File: config.mk
export PLATFORM = sky130hd
export DESIGN_NAME = stcmd_decoder
export DESIGN_NICKNAME = d
export VERILOG_FILES = /design/src/rtl/stcmd_pkg.sv /design/src/rtl/stcmd_fsm.sv /design/src/rtl/stcmd_instr.sv /design/src/rtl/stcmd_led_bank.sv /design/src/rtl/stcmd_resp.sv /design/src/rtl/stcmd_decoder.sv
export SDC_FILE = /design/constraint.sdc
export NUM_CORES = 1
export LEC_CHECK = 0
export ABC_CLOCK_PERIOD_IN_PS = 1800
export CAP_MARGIN = 25
export CORE_ASPECT_RATIO = 0.5
export CORE_MARGIN = 4
export CORE_UTILIZATION = 37
export CTS_CLUSTER_SIZE = 28
export DETAILED_ROUTE_END_ITERATION = 7
export PLACE_DENSITY = 0.8
export SLEW_MARGIN = 0
export SYNTH_ARGS = -nofsm -noshare
export SYNTH_HDL_FRONTEND = slang
export SYNTH_SLANG_ARGS = --single-unit
File: constraint.sdc
create_clock -name clk -period 1.8 [get_ports clk]
set_input_delay 0.54 -clock clk [delete_from_list [all_inputs] [get_ports clk]]
set_output_delay 0.54 -clock clk [all_outputs]
set_load 0.01 [all_outputs]
File: src/rtl/stcmd_pkg.sv
package stcmd_pkg;

  typedef enum logic [1:0] {
    ST_FETCH = 2'd0,
    ST_LOAD  = 2'd1,
    ST_TX    = 2'd2,
    ST_DONE  = 2'd3
  } stcmd_state_e;

  typedef enum logic [1:0] {
    OPK_NONE  = 2'd0,
    OPK_WRITE = 2'd1,
    OPK_READ  = 2'd2
  } stcmd_opkind_e;

endpackage

File: src/rtl/stcmd_fsm.sv
module stcmd_fsm
  import stcmd_pkg::*;
(
  input  logic          clk,
  input  logic          rst_n,
  input  logic          in_valid,
  input  logic          out_ready,
  input  stcmd_opkind_e op_kind,
  output logic          in_ready,
  output logic          out_valid,
  output logic          load_en,
  output logic          fetch_en
);

  stcmd_state_e state_q, state_d;

  always_comb begin
    state_d = state_q;
    unique case (state_q)
      ST_FETCH: if (in_valid) state_d = ST_LOAD;
      ST_LOAD:  state_d = (op_kind == OPK_READ) ? ST_TX : ST_DONE;
      ST_TX:    if (out_ready) state_d = ST_DONE;
      ST_DONE:  state_d = ST_FETCH;
      default:  state_d = ST_FETCH;
    endcase
  end

  always_ff @(posedge clk or negedge rst_n) begin
    if (!rst_n) state_q <= ST_FETCH;
    else        state_q <= state_d;
  end

  assign in_ready  = (state_q == ST_FETCH);
  assign out_valid = (state_q == ST_TX);
  assign load_en   = (state_q == ST_LOAD);
  assign fetch_en  = in_ready && in_valid;

endmodule

File: src/rtl/stcmd_instr.sv
module stcmd_instr
  import stcmd_pkg::*;
#(
  parameter int          DATA_W = 32,
  parameter int          OPC_W  = 8,
  parameter int          LED_W  = 4,
  parameter logic [7:0]  OPC_WR = 8'h01,
  parameter logic [7:0]  OPC_RD = 8'h02
) (
  input  logic              clk,
  input  logic              rst_n,
  input  logic              fetch_en,
  input  logic [DATA_W-1:0] in_data,
  output stcmd_opkind_e     op_kind,
  output logic [LED_W-1:0]  led_val
);

  localparam int OPC_LSB = DATA_W - OPC_W;

  logic [DATA_W-1:0] instr_q;
  logic [OPC_W-1:0]  opc;

  always_ff @(posedge clk or negedge rst_n) begin
    if (!rst_n)        instr_q <= '0;
    else if (fetch_en) instr_q <= in_data;
  end

  assign opc     = instr_q[DATA_W-1:OPC_LSB];
  assign led_val = instr_q[LED_W-1:0];

  always_comb begin
    if (opc == OPC_W'(OPC_WR))      op_kind = OPK_WRITE;
    else if (opc == OPC_W'(OPC_RD)) op_kind = OPK_READ;
    else                            op_kind = OPK_NONE;
  end

endmodule

File: src/rtl/stcmd_led_bank.sv
module stcmd_led_bank
  import stcmd_pkg::*;
#(
  parameter int LED_W = 4
) (
  input  logic             clk,
  input  logic             rst_n,
  input  logic             load_en,
  input  stcmd_opkind_e    op_kind,
  input  logic [LED_W-1:0] led_val,
  output logic [LED_W-1:0] leds
);

  always_ff @(posedge clk or negedge rst_n) begin
    if (!rst_n)                                 leds <= '0;
    else if (load_en && op_kind == OPK_WRITE)   leds <= led_val;
  end

endmodule

File: src/rtl/stcmd_resp.sv
module stcmd_resp
  import stcmd_pkg::*;
#(
  parameter int         DATA_W = 32,
  parameter int         OPC_W  = 8,
  parameter int         LED_W  = 4,
  parameter logic [7:0] OPC_RD = 8'h02
) (
  input  logic              clk,
  input  logic              rst_n,
  input  logic              load_en,
  input  stcmd_opkind_e     op_kind,
  input  logic [LED_W-1:0]  leds,
  output logic [DATA_W-1:0] out_data
);

  localparam int PAD_W = DATA_W - OPC_W - LED_W;

  logic [DATA_W-1:0] reply;

  generate
    if (PAD_W > 0) begin : g_pad
      assign reply = {OPC_W'(OPC_RD), {PAD_W{1'b0}}, leds};
    end else begin : g_nopad
      assign reply = {OPC_W'(OPC_RD), leds};
    end
  endgenerate

  always_ff @(posedge clk or negedge rst_n) begin
    if (!rst_n)                              out_data <= '0;
    else if (load_en && op_kind == OPK_READ) out_data <= reply;
  end

endmodule

File: src/rtl/stcmd_decoder.sv
module stcmd_decoder
  import stcmd_pkg::*;
#(
  parameter int         DATA_W = 32,
  parameter int         OPC_W  = 8,
  parameter int         LED_W  = 4,
  parameter logic [7:0] OPC_WR = 8'h01,
  parameter logic [7:0] OPC_RD = 8'h02
) (
  input  logic              clk,
  input  logic              rst_n,
  input  logic [DATA_W-1:0] in_data,
  input  logic              in_valid,
  output logic              in_ready,
  output logic [DATA_W-1:0] out_data,
  output logic              out_valid,
  input  logic              out_ready,
  output logic [LED_W-1:0]  leds
);

  stcmd_opkind_e    op_kind;
  logic             load_en;
  logic             fetch_en;
  logic [LED_W-1:0] led_val;

  stcmd_fsm u_fsm (
    .clk       (clk),
    .rst_n     (rst_n),
    .in_valid  (in_valid),
    .out_ready (out_ready),
    .op_kind   (op_kind),
    .in_ready  (in_ready),
    .out_valid (out_valid),
    .load_en   (load_en),
    .fetch_en  (fetch_en)
  );

  stcmd_instr #(
    .DATA_W (DATA_W), .OPC_W (OPC_W), .LED_W (LED_W),
    .OPC_WR (OPC_WR), .OPC_RD (OPC_RD)
  ) u_instr (
    .clk      (clk),
    .rst_n    (rst_n),
    .fetch_en (fetch_en),
    .in_data  (in_data),
    .op_kind  (op_kind),
    .led_val  (led_val)
  );

  stcmd_led_bank #(.LED_W(LED_W)) u_leds (
    .clk     (clk),
    .rst_n   (rst_n),
    .load_en (load_en),
    .op_kind (op_kind),
    .led_val (led_val),
    .leds    (leds)
  );

  stcmd_resp #(
    .DATA_W (DATA_W), .OPC_W (OPC_W), .LED_W (LED_W), .OPC_RD (OPC_RD)
  ) u_resp (
    .clk      (clk),
    .rst_n    (rst_n),
    .load_en  (load_en),
    .op_kind  (op_kind),
    .leds     (leds),
    .out_data (out_data)
  );

endmodule

==> results.sh <==
export IMPL_synthAdderAreaFrac_pct=4.17
export IMPL_post_cts_buffers=0
export IMPL_p_leak_uw=0.000717
export IMPL_grt_pass1_wl_um=3280
export IMPL_yosysMostFrequentCell="buf_4"
export IMPL_clk_latency_ns=0.26
export IMPL_drv_slew=0
export IMPL_finalSetupViolations=0
export IMPL_fin_area_mm2=0.00149
export IMPL_pre_cts_slack_ns=-0.0397
export IMPL_fp_row_count=14
export IMPL_fin_ws_ns=0.0674
export IMPL_cts_hold_buf=0
export IMPL_max_freq_mhz=577
export IMPL_synth_edff_count=0
export IMPL_ys_seq_area_share_pct=47.9
export IMPL_skew_ns=0.00871
export IMPL_cap_violations=0
export IMPL_critPathMaxStageDelay_ns=0.55
export IMPL_synth_cell_area_mm2=0.00120
export IMPL_wl_per_cell_um=12.0
export IMPL_drive_gt1_share_pct=23.7
export IMPL_grt_use_total_pct=10.2
export IMPL_drtIter0Drc=25
export IMPL_num_vias=724
export IMPL_die_y_um=48.3
export IMPL_ys_async_sr_fraction_pct=100
export IMPL_start_util_pct=39.4
export IMPL_synthMuxAreaShare_pct=18.8
export IMPL_critPathRequiredTime_ns=1.26
export IMPL_worstHoldPathType="register to register"
export IMPL_ys_warn_count=0
export IMPL_synth_top_family_by_area="multiplexers"
export IMPL_path_buf_inv=1
export IMPL_cp_start_kind="register"
export IMPL_drtAntennaViolNets=0
export IMPL_totalWireLength_um=2060
export IMPL_num_antenna_cells=0
export IMPL_synth_flop_cell="dfrtp_1"
export IMPL_status="finished, final reports clean"
export IMPL_pin_count=74
export IMPL_die_area_mm2=0.00428
export IMPL_syn_area_per_cell_um2=12.3
export IMPL_fin_tns_setup_ns=0
export IMPL_nets=172
export IMPL_core_mm2=0.00305
export IMPL_cp_max_fo=3
export IMPL_synth_area_leaders="dfrtp_1 (48%), mux2_2 (19%), buf_4 (17%)"
export IMPL_io_buffer_count=26
export IMPL_cp_arrival_ns=1.19
export IMPL_power_density_mw_per_mm2=1310
export IMPL_utilization_pct=48.9
export IMPL_r2r_start="u_fsm.state_q[1]"
export IMPL_grt_start_max_net_pins=24
export IMPL_criticalPathCategory="register to primary output"
export IMPL_clockRootBuffer="clkbuf_8"
export IMPL_yosysUniqueCellTypes=19
export IMPL_ir_drop_mv=0.543
export IMPL_cts_tree="done"
export IMPL_clk_path_buf_depth=2
export IMPL_place_area_mm2=0.00145
export IMPL_period_share_pct=96.3
export IMPL_clock_sinks=23
export IMPL_cts_buffers=3
export IMPL_synth_cells_most_frequent="buf_4 (27), dfrtp_1 (23), mux2_2 (20)"
export IMPL_synth_area_leader_cell="dfrtp_1"
export IMPL_globalplace_congestion=0.665
export IMPL_gr_total_overflow=0
export IMPL_crit_chain="clkdlybuf4s50_1"
export IMPL_grt_pass1_vias=726
export IMPL_hold_path_startpoint="u_resp.out_data[25]"
export IMPL_synth_compound_area_share_pct=2.60
export IMPL_place_hpwl_um=1600
export IMPL_worstSetupStartpoint="u_leds.leds[0]"
export IMPL_design_power_total_uw=1950
export IMPL_critPathTopFamily="buffers and inverters"
export IMPL_first_pass_iters=4
export IMPL_crit_path_end_kind="primary output"
export IMPL_final_hold_viol_count=0
export IMPL_antenna_found_initial=0
export IMPL_yosys_register_bits=23
export IMPL_clk_pin_slew_ns=0.08
export IMPL_area_delta_synth_final_pct=24.1
export IMPL_clock_tree_htree_level_count=1
export IMPL_drc=0
export IMPL_via_per_inst=4.23
export IMPL_grt_setup_unrepaired="no"
export IMPL_syn_inst=98
export IMPL_synthXorXnorAreaFrac_pct=0
export IMPL_yosys_area_share_simple_pct=7.71
export IMPL_period_needed_ns=1.73
export IMPL_synth_top_cell_area_share_pct=47.9
export IMPL_crit_slowest_cell="clkdlybuf4s50_1"
export IMPL_die_x_um=88.6
[cell usage in the layout, fill, tap and decap left out, drive strengths merged, types with 2 or more instances in the layout]
master | netlist | routed
buf | 28 | 5
inv | 4 | 4
clkdlybuf4s50 | 0 | 24
nand4 | 2 | 2
conb | 1 | 27
nor2b | 4 | 4
o21ai | 2 | 2
mux2 | 20 | 20
ha | 4 | 4
nand2 | 2 | 2
clkbuf | 0 | 5
dfrtp | 23 | 23
[metrics by stage]
stage | std cells | hold slack [ns]
4_1_cts | 171 | 0.477
2_1_floorplan | 124 | 0.244
3_5_place_dp | 167 | 0.459
5_1_grt | 171 | 0.515
3_3_place_gp | 167 | 0.450
6_report | 171 | 0.471
[area by class of cell]
class	instances	area (µm²)
Fill cell	271	1560
Sequential cell	23	576
Multi-Input combinational cell	69	500
Timing Repair Buffer	31	304
Tap cell	40	50.0
Clock buffer	4	45.0
Inverter	4	15.0
[where the power goes]
group          switching [µW]  internal [µW]  total (µW)
registers                 142            724         865
logic                     327            456         783
clock network             149            157         306
total                     618           1340        1950
[layer usage]
| layer | track usage (%) | wire (µm) | vias to the layer above |
|---|---|---|---|
| li1 | - | - | 337 |
| met1 | 11.0 | 813 | 350 |
| met2 | 19.9 | 1080 | 33 |
| met3 | 2.36 | 133 | 4 |
| met4 | 5.12 | 34 | 0 |
| met5 | 0 | 0 | - |
[path summary, 6_finish.rpt]
check	depth (start not counted)	slack [ns]	to
worst max-delay path	1	0.07	leds[0]
worst min-delay path	1	0.47	u_resp.out_data[25]
worst max register to register	5	0.21	u_resp.out_data[3]
worst min register to register	1	0.47	u_resp.out_data[25]
max in group asynchronous	2	0.94	u_instr.instr_q[30]
min in group asynchronous	2	0.63	u_resp.out_data[0]
[what timing repair did]
| action | 4_1_cts | 5_1_grt |
|---|---|---|
| setup endpoints to repair | 2 | 1 |
| endpoints found under the hold margin | 0 | 0 |
| resized for setup | 2 | 2 |
[sequential cells by signal (all words and copies together) (netlist names)]
name,count
u_fsm.state_q,2
u_resp.out_data,5
u_instr.instr_q,12
u_leds.leds,4
[cells by family after synthesis]
| family | after synthesis |
|---|---|
| fa+ha+maj | 4 |
| other cells | 1 |
| simple gates | 13 |
| buf+inv | 32 |
| mux | 20 |
| flops | 23 |
| compound gates | 5 |
Power figures use the tool's default switching activity.
